==> config.mk <==
export PLATFORM = sky130hd
export DESIGN_NAME = dma_req_gen
export DESIGN_NICKNAME = d
export VERILOG_FILES = /design/src/rtl/dreq_pkg.sv /design/src/rtl/dreq_sync.sv /design/src/rtl/dreq_edge.sv /design/src/rtl/dreq_sector.sv /design/src/rtl/dreq_core.sv /design/src/rtl/dma_req_gen.sv
export SDC_FILE = /design/constraint.sdc
export NUM_CORES = 1
export LEC_CHECK = 0
export BUFFER_PORTS_ARGS = -buffer_cell sky130_fd_sc_hd__clkbuf_2
export CAP_MARGIN = 40
export CORE_ASPECT_RATIO = 1.4
export CORE_MARGIN = 1.5
export CORE_UTILIZATION = 60
export DETAILED_ROUTE_END_ITERATION = 12
export GPL_TIMING_DRIVEN = 0
export PLACE_DENSITY = 0.88
export RECOVER_POWER = 25
export SLEW_MARGIN = 20
export SYNTH_ARGS = -nofsm -noshare
export SYNTH_HDL_FRONTEND = slang
export SYNTH_SLANG_ARGS = --single-unit
==> constraint.sdc <==
create_clock -name clk -period 3.3 [get_ports clk]
set_input_delay 0.66 -clock clk [delete_from_list [all_inputs] [get_ports clk]]
set_output_delay 0.66 -clock clk [all_outputs]
set_load 0.02 [all_outputs]
==> src/rtl/dreq_pkg.sv <==
package dreq_pkg;
  localparam int PIN_W  = 3;
  localparam int PIN_DACK = 0;
  localparam int PIN_RD   = 1;
  localparam int PIN_WR   = 2;
  localparam int SETTLE_CYCLES = 2;

  function automatic int cnt_width(input int maxval);
    return (maxval < 2) ? 1 : $clog2(maxval + 1);
  endfunction
endpackage

==> src/rtl/dreq_sync.sv <==
module dreq_sync #(
  parameter int W      = 3,
  parameter int STAGES = 2
) (
  input  logic         clk,
  input  logic         rst,
  input  logic [W-1:0] din,
  output logic [W-1:0] dout
);
  logic [W-1:0] stage [STAGES];

  always_ff @(posedge clk) begin
    if (rst) stage[0] <= '1;
    else     stage[0] <= din;
  end

  generate
    for (genvar i = 1; i < STAGES; i++) begin : g_stage
      always_ff @(posedge clk) begin
        if (rst) stage[i] <= '1;
        else     stage[i] <= stage[i-1];
      end
    end
  endgenerate

  assign dout = stage[STAGES-1];
endmodule

==> src/rtl/dreq_edge.sv <==
module dreq_edge (
  input  logic clk,
  input  logic rst,
  input  logic dack_s,
  input  logic rd_s,
  input  logic wr_s,
  output logic xfer
);
  logic dack_p, strb_p, fresh;
  logic strb, dack_fall, strb_rise;

  assign strb      = rd_s & wr_s;
  assign dack_fall = dack_p & ~dack_s;
  assign strb_rise = ~strb_p & strb;
  assign xfer      = dack_fall | (strb_rise & ~dack_s & ~fresh);

  always_ff @(posedge clk) begin
    if (rst) begin
      dack_p <= 1'b1;
      strb_p <= 1'b1;
      fresh  <= 1'b0;
    end else begin
      dack_p <= dack_s;
      strb_p <= strb;
      if (dack_fall)                fresh <= 1'b1;
      else if (strb_rise || dack_s) fresh <= 1'b0;
    end
  end
endmodule

==> src/rtl/dreq_sector.sv <==
module dreq_sector #(
  parameter int CW           = 5,
  parameter int SECTOR_BYTES = 512
) (
  input  logic          clk,
  input  logic          rst,
  input  logic          dir_read,
  input  logic          sector_last,
  input  logic          sector_enable,
  input  logic          xfer,
  input  logic [CW-1:0] fifo_count,
  output logic          sec_pend,
  output logic          wr_armed,
  output logic          wr_last
);
  localparam int BW = dreq_pkg::cnt_width(SECTOR_BYTES);
  logic [BW-1:0] remain;

  assign wr_last = (remain == BW'(1));

  always_ff @(posedge clk) begin
    if (rst) begin
      sec_pend <= 1'b0;
      wr_armed <= 1'b0;
      remain   <= '0;
    end else begin
      if (sector_last)
        sec_pend <= 1'b1;
      else if (xfer && dir_read && fifo_count <= CW'(1))
        sec_pend <= 1'b0;

      if (sector_enable) begin
        wr_armed <= 1'b1;
        remain   <= BW'(SECTOR_BYTES);
      end else if (xfer && !dir_read && wr_armed) begin
        remain <= remain - BW'(1);
        if (wr_last) wr_armed <= 1'b0;
      end
    end
  end
endmodule

==> src/rtl/dreq_core.sv <==
module dreq_core #(
  parameter int DEPTH      = 16,
  parameter int CW         = 5,
  parameter int TW         = 4,
  parameter int GAP_CYCLES = 18
) (
  input  logic          clk,
  input  logic          rst,
  input  logic          dir_read,
  input  logic          burst_en,
  input  logic [TW-1:0] thresh,
  input  logic [CW-1:0] fifo_count,
  input  logic          xfer,
  input  logic          sec_pend,
  input  logic          wr_armed,
  input  logic          wr_last,
  output logic          drq,
  output logic          fifo_pop,
  output logic          fifo_push
);
  localparam int GAP_EFF = (GAP_CYCLES < dreq_pkg::SETTLE_CYCLES) ?
                           dreq_pkg::SETTLE_CYCLES : GAP_CYCLES;
  localparam int GW = dreq_pkg::cnt_width(GAP_EFF);
  localparam int SW = CW + 1;

  logic [GW-1:0] gap;
  logic          rearm;
  logic          trig_rd, trig_wr, trig, end_xfer;

  assign trig_rd  = ((SW'(fifo_count) + SW'(thresh)) >= SW'(DEPTH)) ||
                    (sec_pend && fifo_count != '0);
  assign trig_wr  = wr_armed && (fifo_count <= CW'(thresh)) &&
                    (fifo_count < CW'(DEPTH));
  assign trig     = dir_read ? trig_rd : trig_wr;
  assign end_xfer = dir_read ? (fifo_count <= CW'(1))
                             : (wr_last || fifo_count >= CW'(DEPTH - 1));

  always_ff @(posedge clk) begin
    if (rst) begin
      drq       <= 1'b0;
      gap       <= '0;
      rearm     <= 1'b0;
      fifo_pop  <= 1'b0;
      fifo_push <= 1'b0;
    end else begin
      fifo_pop  <= xfer & dir_read;
      fifo_push <= xfer & ~dir_read;
      if (xfer) begin
        if (burst_en && !end_xfer) begin
          drq <= drq;
        end else begin
          drq   <= 1'b0;
          rearm <= !burst_en && !end_xfer;
          gap   <= (!burst_en && !end_xfer) ? GW'(GAP_EFF)
                                            : GW'(dreq_pkg::SETTLE_CYCLES);
        end
      end else if (gap != '0) begin
        gap <= gap - GW'(1);
      end else if (!drq) begin
        if (rearm || trig) drq <= 1'b1;
        rearm <= 1'b0;
      end
    end
  end
endmodule

==> src/rtl/dma_req_gen.sv <==
module dma_req_gen #(
  parameter int DEPTH        = 16,
  parameter int CW           = $clog2(DEPTH + 1),
  parameter int TW           = $clog2(DEPTH),
  parameter int GAP_CYCLES   = 18,
  parameter int SECTOR_BYTES = 512,
  parameter int SYNC_STAGES  = 2
) (
  input  logic          clk,
  input  logic          rst,
  input  logic          dir_read,
  input  logic          burst_en,
  input  logic [TW-1:0] thresh,
  input  logic [CW-1:0] fifo_count,
  input  logic          sector_last,
  input  logic          sector_enable,
  input  logic          dack_n,
  input  logic          rd_n,
  input  logic          wr_n,
  output logic          drq,
  output logic          fifo_pop,
  output logic          fifo_push
);
  import dreq_pkg::*;

  logic [PIN_W-1:0] pins_raw, pins_s;
  logic xfer, sec_pend, wr_armed, wr_last;

  always_comb begin
    pins_raw = '1;
    pins_raw[PIN_DACK] = dack_n;
    pins_raw[PIN_RD]   = rd_n;
    pins_raw[PIN_WR]   = wr_n;
  end

  dreq_sync #(.W(PIN_W), .STAGES(SYNC_STAGES)) u_sync (
    .clk(clk), .rst(rst), .din(pins_raw), .dout(pins_s)
  );

  dreq_edge u_edge (
    .clk(clk), .rst(rst),
    .dack_s(pins_s[PIN_DACK]), .rd_s(pins_s[PIN_RD]), .wr_s(pins_s[PIN_WR]),
    .xfer(xfer)
  );

  dreq_sector #(.CW(CW), .SECTOR_BYTES(SECTOR_BYTES)) u_sector (
    .clk(clk), .rst(rst), .dir_read(dir_read),
    .sector_last(sector_last), .sector_enable(sector_enable),
    .xfer(xfer), .fifo_count(fifo_count),
    .sec_pend(sec_pend), .wr_armed(wr_armed), .wr_last(wr_last)
  );

  dreq_core #(.DEPTH(DEPTH), .CW(CW), .TW(TW), .GAP_CYCLES(GAP_CYCLES)) u_core (
    .clk(clk), .rst(rst), .dir_read(dir_read), .burst_en(burst_en),
    .thresh(thresh), .fifo_count(fifo_count), .xfer(xfer),
    .sec_pend(sec_pend), .wr_armed(wr_armed), .wr_last(wr_last),
    .drq(drq), .fifo_pop(fifo_pop), .fifo_push(fifo_push)
  );
endmodule

After elaboration in Yosys (flattened, before gate mapping)
Memories as Yosys holds them, arrays and structs flattened.
Index checks and enable logic that the tools add are counted.
Operators by class
  order comparisons: 5
  reductions and logical operators: 28
  bitwise operators: 14
  muxes and demuxes: 29
  equality and inequality tests: 4
  add/sub/neg operators: 3
Operators by type and width (number)
  two-way mux 1 bit: 21
  two-way mux 10 bit: 2
  two-way mux 5 bit: 4
  == test 10 x 1 -> 1 bit, second input constant: 1
  nonzero test 2 bit: 5
  nonzero test 5 bit: 2
  subtractor 10 x 1 -> 10 bit, second input constant: 1
  logical AND 1 bit: 9
  bitwise AND 1 bit: 7
  adder 5 x 4 -> 6 bit: 1
  greater-or-equal comparator 6 x 5 -> 1 bit, second input constant: 1
  two-way mux 3 bit: 2
  AND reduction 2 bit: 3
  greater-or-equal comparator 5 x 4 -> 1 bit, second input constant: 1
  <= comparator 5 x 1 -> 1 bit, second input constant: 1
  <= comparator 5 x 4 -> 1 bit: 1
  < comparator 5 bit, second input constant: 1
  subtractor 5 x 1 -> 5 bit, second input constant: 1
  logical OR 1 bit: 4
  != test 2 x 1 -> 1 bit, second input constant: 2
  NOT 1 bit: 4
  logical NOT 1 bit: 3
  bitwise OR 1 bit: 3
  AND reduction 3 bit: 1
  other kinds (2): 2
Word-level totals
  register bits: 24
  memories: 1
  output and inout port bits: 3
  logic and storage cells: 96
  RAM bits: 6
Memories
  u_sync.stage: words 2, bits a word 3, rd ports 2, clocked after memory_dff 0, write ports 2, line dreq_sync.sv:10  | logic [W-1:0] stage [STAGES];

Depth between registers and ports, before layout
Gate-level depths: netlist of run 1.
  depth in word-level cells: 9
  depth in mapped cells: 7
  gate-level depth less buffers: 7

Hierarchy
From an unflattened synthesis of run 1, not the netlist that was laid out.
Second synthesis, totals
  cells, all modules: 171
  area, all modules: 1577.8 um^2
Modules (own cells, without submodules)
  dreq_core: cells an instance 77, times used 1, area an instance 685.7 um^2, seq. area each 180.2 um^2
  dreq_sector: cells an instance 71, times used 1, area an instance 611.8 um^2, seq. area each 240.2 um^2
  dreq_sync: cells an instance 12, times used 1, area an instance 157.7 um^2, seq. area each 120.1 um^2
  dreq_edge: cells an instance 11, times used 1, area an instance 122.6 um^2, seq. area each 60.1 um^2

Least setup slack after synthesis of run 1
No wires, ideal clock.
  path type: input port to flip-flop
  start: input port fifo_count[4]
  end: register u_sector.sec_pend
  path buffers: 0
  cell stages on the path: 4
  arrival time: 1.681 ns
  setup slack: 1.490 ns
  library setup time: 0.129 ns
  required time: 3.171 ns
  path through: or4_1 -> or3_1 -> a21oi_1 -> nor2_1
Between the ends
  word-level cells in the longest chain between the ends: 3
Ends and longest elaborated chain
  from (decl): line dma_req_gen.sv:14  | input logic [CW-1:0] fifo_count,
  <= comparator 5 x 1 -> 1 bit: line dreq_sector.sv:29  | else if (xfer && dir_read && fifo_count <= CW'(1))
  logical AND 1 bit: line dreq_sector.sv:29
  nonzero test 2 bit (no line)
  to (signal assigned): line dreq_sector.sv:23  | sec_pend <= 1'b0;
  to (signal assigned): line dreq_sector.sv:28  | sec_pend <= 1'b1;
  to (signal assigned): line dreq_sector.sv:30  | sec_pend <= 1'b0;
  to (decl): line dreq_sector.sv:12  | output logic sec_pend,
No other way between the ends.
A chain may end at the register's enable or synchronous reset.

Worst setup path after layout of run 1
  start: register u_core.gap[0]
  end: register u_core.gap[3]
Between the ends
  word-level cells in the longest chain between the ends: 3
  elaborated cells between the ends (all ways): 6
  those cells by class: 1 x add/sub; 2 x mux; 3 x reduce/logical
Ends and longest elaborated chain
  from (decl): line dreq_core.sv:26  | logic [GW-1:0] gap;
  from (signal assigned): line dreq_core.sv:54  | gap <= (!burst_en && !end_xfer) ? GW'(GAP_EFF)
  from (signal assigned): line dreq_core.sv:58  | gap <= gap - GW'(1);
  subtractor 5 x 1 -> 5 bit or nonzero test 5 bit (tied branches): line dreq_core.sv:58, dreq_core.sv:57
  two-way mux 5 bit or nonzero test 2 bit (tied branches)
  two-way mux 5 bit or AND reduction 2 bit (tied branches)
Several ways; a longest one is shown, not always the timed one. The select of a mux whose other input is x is not followed.

==> impl_results.md, run 1 <==
* FF+latch count, synth at 30
* Cts bufs inserted at 5
* Clock Tree Root: clkbuf_4
* Clk buf depth at 2
* Starting Density at 64.4%
* Pin count of the biggest net entering global routing at 11
* Postcts setup bufs at 0
* Max_slew headroom at 62.3%
* Syn_area_per_cell at 9.00 µm²
* Unrepaired setup endpoints after global routing: false
* H-tree depth at 2
* ANT cells at 0
* Cell variety after synth at 47
* Final #Nets at 230
* Area contributors post-synth: dfxtp_1 39%, ha_1 9.6%, nor2_1 5.1%, a21oi_1 4.2%, xor2_1 3.9%
* Die Width at 46.1 µm
* M3 GR Usage at 8.02%
* Final TNS setup at 0 ps
* Main combinational cell family by area after synthesis: simple AND/OR/NAND/NOR gates
* Vias at 1374
* Die Y at 63.3 µm
* Adder-Cell Fraction of Synth Area at 9.64%
* WL per Instance at 13.7 µm
* Reg2reg end: u_core.gap[3]
* Reg2reg start: u_core.gap[0]
* Critical path launch point type: register
* Outcome: finished clean
* R2R Setup Slk at 1470 ps
* Fin. Hold Viols at 0
* Hold Path Sink: u_sync.stage[1][0]
* CTS tree: built
* Area Growth Syn to Fin at 13.2%
* Worst EP arrival at 2040 ps
* Area leader, netlist: dfxtp_1
* Main synth FF type: dfxtp_1
* Floorplan core area at 2420 µm²
* Worst setup EP type: register
* Initial antenna violation count at 0
* First-pass GRT wire length at 5370 µm
* Syn Nets at 203
* Asr flop ratio synth at 0%
* Top cells by count, synth: 30 x dfxtp_1, 21 x nor2_1, 13 x a21oi_1, 13 x inv_1, 12 x ha_1
* Vias per inst at 5.85
* Met1 Usage GRT at 23.2%
* Post-synthesis simple-gate area fraction at 26.2%
* Clk_lat worst skew at 340 ps
* HPWL Detailed at 2480 µm
* Total power draw at 953 µW
* Worst min path class: reg -> reg
* MaxCap Viol Count at 0
* Fin crit share at 55.4%
* Die area at 2920 µm²
* Drt total wl at 3210 µm
* Final GP Congestion at 0.825
* Io pins at 21
* Drc violations at 0
* Mux contribution to synthesized area at 0.643%
* Post-synth EDFFs at 0
* Hold path start: u_sync.stage[0][0]
* Pre-antenna DRT Iters at 4
* Cells after Synth at 173
* Leak pwr at 0.000729 µW
* Post-CTS sizing at 0
* Placed cell area at 1700 µm²
* Hold_buf cts at 0
* Compound-Gate Fraction of Synth Area at 15.9%
* Measured slew at the worst slew-check pin at 558 ps
* Post-Syn Area at 1560 µm²
* TritonCTS Sinks at 30
* Peak VDD IR at 0.356 mV
* Worst R2R Path Depth at 7
* Ys Warns at 0
* Crit-path max FO at 4
* Post-route cell area at 1760 µm²
* Hold Path Depth at 1
* Fmax at 0.547 GHz
* Cell Pwr Density at 541 nW/µm²
* Initial DRC Count at 50
* Most frequent cell after synthesis: dfxtp_1
* Clock Skews at 12.5 ps
* Synth top area share at 38.6%
* GRT Total Usage at 25.2%
* Synth Area in XOR/XNOR at 4.50%
* Clk slew on worst S/H paths at 100 ps
* Total gr overflow at 0
* Met2 GRT Util at 45.7%
* Number of global-route vias before repair at 1332
* Crit Path Class: reg -> reg
* Worst hold slack at 421 ps
* Pins Over Slew Limit at 0
* Antenna-violating nets left at 0
* Crit path time final at 1830 ps
* Final Setup Violations at 0
* Port buffer count at 20
* Share of cells above drive strength 1 at 21.9%
* Gr busiest metal: met2
* Post-synthesis sequential area ratio at 38.6%
* Worst EP required at 3520 ps
* Num rows at 21
## registers in the layout (all words and copies together) (netlist names)
name               count
u_edge.strb_p          1
u_core.gap             5
u_edge.dack_p          1
u_core.rearm           1
u_sector.sec_pend      1
u_sector.remain       10
u_sync.stage           6
u_core.fifo_push       1
u_core.drq             1
u_edge.fresh           1
u_core.fifo_pop        1
u_sector.wr_armed      1
## worst max path at each step
stage,cells past startpoint,endpoint,from,slack [ps]
final,7,u_core.gap[3],u_core.gap[0],1470
after global routing,7,u_core.gap[3],u_core.gap[0],1390
after CTS,7,u_core.gap[3],u_core.gap[0],1460
after detailed placement,5,u_sector.sec_pend,fifo_count[4],1290
after global placement,5,u_sector.sec_pend,fifo_count[4],1310
after floorplan,4,u_sector.sec_pend,fifo_count[4],1490
## routing by layer
metal  up-vias  routed length (µm)
li1        663                   -
met3         6                 149
met4         0                  68
met2        39                1820
met5         -                   0
met1       666                1170
## kinds of logic (layout without fill, tap and decap cells)
logic type | after synthesis | in the layout
flops | 30 | 30
fa+ha+maj | 12 | 12
simple gates | 70 | 70
compound gates | 34 | 34
buf+inv | 18 | 46
xor+xnor | 8 | 8
mux | 1 | 1
## area by class of cell
| class | count | area [µm²] |
|---|---|---|
| Buffer | 5 | 22.5 |
| Clock buffer | 6 | 51.3 |
| Clock inverter | 2 | 12.5 |
| Fill cell | 197 | 654 |
| Inverter | 13 | 48.8 |
| Multi-Input combinational cell | 125 | 886 |
| Sequential cell | 30 | 601 |
| Tap cell | 34 | 42.5 |
| Timing Repair Buffer | 20 | 98.8 |
## power by group
part	switching (µW)	total [µW]	internal (µW)
logic	154	279	125
registers	39.0	440	401
clock network	132	234	102
total	325	953	629
## cell usage in the layout (no fill, tap or decap), types with 5 or more instances in the layout
| master | count |
|---|---|
| clkbuf_2 | 19 |
| inv_1 | 13 |
| dfxtp_1 | 30 |
| xor2_1 | 7 |
| a21oi_1 | 13 |
| or2_2 | 8 |
| clkbuf_4 | 5 |
| nor2_1 | 21 |
| ha_1 | 12 |
| nand2_1 | 6 |
| o21ai_0 | 6 |
## through the flow
step,instances,utilization [%],setup WS (ps)
6_report,235,72.9,1470
5_1_grt,235,72.9,1390
3_3_place_gp,227,70.3,1310
3_5_place_dp,227,70.3,1290
2_1_floorplan,173,-,1490
4_1_cts,235,73.0,1460
## critical path: stages, from the launching register on
cell	delay [ps]
dfxtp_1	380
inv_1	90
ha_1	220
nor4b_1	180
or4_1	430
and2_1	170
o21ai_0	150
a21oi_1	80
Power figures use the tool's default switching activity.
==> run 2, diff against run 1 <==
- CORE_UTILIZATION: 60 -> 51
- PLACE_DENSITY: 0.88 -> 0.8
- clock period: 3.3 -> 1.5 ns (I/O delays scaled with it)
==> impl_results.md, run 2 (synthesis gave the netlist of run 1 again) <==
* Worst EP required at 1690 ps (-1830 ps)
* Total power draw at 2860 µW (+200%)
* Total gr overflow at 0 (unchanged)
* Critical path's largest stage delay at 590 ps (+160 ps)
* Peak VDD IR at 0.985 mV (+180%)
* Setup WS post-layout at -226 ps (-1700 ps)
* Pins Over Slew Limit at 0 (unchanged)
* Final #Nets at 241 (+4.8%)
* Largest register FFs at 10 (unchanged)
* WL per Instance at 15.0 µm (+9.8%)
* Vias at 1396 (+1.6%)
* Crit path from: u_sector.remain[5]
* Reg2reg start: u_sector.remain[5]
* Clk slew on worst S/H paths at 60 ps (-40 ps)
* Fillers at 210 (+6.6%)
* MaxCap Viol Count at 0 (unchanged)
* Port buffer count at 20 (unchanged)
* First-pass GRT wire length at 6390 µm (+19%)
* Outcome: finished with violations
* Worst setup EP type: register
* Area Growth Syn to Fin at 31.8%
* Clock Tree Root: clkbuf_8
* Failing checks: negative setup slack
* Slowest stage cell, crit path: or4_4
* Critical path buffers and inverters at 1 (unchanged)
* Num rows at 23 (+9.5%)
* Pre-antenna DRT Iters at 4 (unchanged)
* Post-route cell area at 2050 µm² (+16%)
* Critical path launch point type: register
* Clk_lat worst skew at 280 ps (-60 ps)
* Share of cells above drive strength 1 at 39.2% (+17 points)
* HPWL Detailed at 2530 µm (+1.7%)
* Pin count of the biggest net entering global routing at 11 (unchanged)
* Unrepaired setup endpoints after global routing: true
* Worst min path class: in -> reg
* Die area at 3400 µm² (+17%)
* Measured slew at the worst slew-check pin at 509 ps (-48.5 ps)
* Crit path time final at 1730 ps (-102 ps)
* Most frequent cells in the layout: 21 x nor2_1, 21 x dfxtp_1, 20 x clkbuf_2
* Initial DRC Count at 39 (-22%)
* TritonCTS Sinks at 30 (unchanged)
* Crit path cell chain: or4_4, nor3_4, o41ai_4, buf_4, a311oi_2
* Drc violations at 0 (unchanged)
* Number of global-route vias before repair at 1510 (+13%)
* Clk buf depth at 2 (unchanged)
* Floorplan core area at 2880 µm² (+19%)
* Cts bufs inserted at 5 (unchanged)
* Top reg by flops: u_sector.remain
* Initial antenna violation count at 0 (unchanged)
* Worst EP arrival at 1920 ps (-120 ps)
* Final GP Congestion at 0.779 (-5.6%)
* Crit-path max FO at 5 (+1)
* Cell Pwr Density at 1390 nW/µm² (+160%)
* ANT cells at 0 (unchanged)
* Hold path start: rd_n
* Fmax at 0.579 GHz (+5.9%)
* Leak pwr at 0.000849 µW (+17%)
* Vias per inst at 5.61 (-4.1%)
* Biggest regs: u_sector.remain x10, u_sync.stage x6, u_core.gap x5
* Die Y at 68.4 µm (+8.1%)
* Crit Path Class: reg -> reg
* Drt total wl at 3740 µm (+16%)
* Placed cell area at 1720 µm² (+1.2%)
* Final Setup Violations at 11 (+11)
* GRT Total Usage at 25.5% (+0.33 points)
* Antenna-violating nets left at 0 (unchanged)
* Clock Skews at 2.70 ps (-9.76 ps)
* Die Width at 49.7 µm (+7.9%)
* H-tree depth at 2 (unchanged)
* Fin crit share at 115% (+60 points)
* Fin. Hold Viols at 0 (unchanged)
* Io pins at 21 (unchanged)
* Crit-path leading delay family: simple AND/OR/NAND/NOR gates
* Max_slew headroom at 66.0% (+3.8 points)
* CTS tree: built
* Starting Density at 54.1% (-10 points)
run 2: cell types whose count changed in the layout (fill, tap and decap cells not counted), moves of 5 or more:
cell / change
clkbuf_8: +5
dfxtp_2: +9
dfxtp_1: -9
buf_4: +10
clkbuf_4: -5
run 2: stage by stage:
step | cells | setup TNS [ps] | setup WS [ps] | hold slack [ps] | utilization, %
after floorplan | 173 | -212 | -73.2 | 379 | -
after global placement | 230 | -1230 | -198 | 391 | 59.8
after detailed placement | 230 | -1540 | -250 | 398 | 59.8
after CTS | 247 | -1160 | -174 | 187 | 70.1
after global routing | 249 | -2230 | -293 | 187 | 71.3
final | 249 | -1350 | -226 | 192 | 71.3
run 2: power by group:
group	internal (µW)	switching, µW	total, µW
combinational	436	413	849
clock	708	307	1020
sequential	889	107	996
run 2: layer usage:
| layer | up-vias | global-route usage (%) | part of all wire [%] |
|---|---|---|---|
| met3 | 17 | 6.55 | 3.1 |
| met2 | 32 | 51.3 | 58 |
| met5 | - | 0 | 0 |
| met1 | 669 | 21.5 | 35 |
| met4 | 0 | 17.7 | 4.1 |
| li1 | 678 | - | - |
run 2: area by class of cell:
type                       instances  area (µm²)  share of cell area (%)
multi-input combinational        125         995                    48.4
sequential                        30         612                    29.8
timing repair buffer              31         181                    8.84
clock buffer                       6        82.6                    4.02
clock inverter                     2        60.1                    2.93
inverter                          13        48.8                    2.38
tap                               37        46.3                    2.25
buffer                             5        27.5                    1.34
run 2: worst reg2reg max path, cell delays in order (launching register included):
cell and delay, ps:
dfxtp_2 320, or4_4 590, nor3_4 250, o41ai_4 120, buf_4 170, a311oi_2 180
run 2: what timing repair did:
| item | in CTS | in global routing |
|---|---|---|
| gates resized for setup | 23 | 5 |
| pin swaps | 13 | 6 |
| endpoints found under the hold margin | 0 | 0 |
| endpoints found under the setup margin | 11 | 16 |
| hold buffers | 0 | 0 |
| buffers inserted | 10 | 3 |
| cloned | 0 | 0 |
run 2: worst paths after layout:
kind                                            to  slack (ps)  cells past startpoint
worst min register to register  u_sync.stage[1][0]         410                      1
worst min-delay path            u_sync.stage[0][1]         190                      2
worst max-delay path                 u_core.gap[1]        -230                      5
worst max register to register       u_core.gap[1]        -230                      5
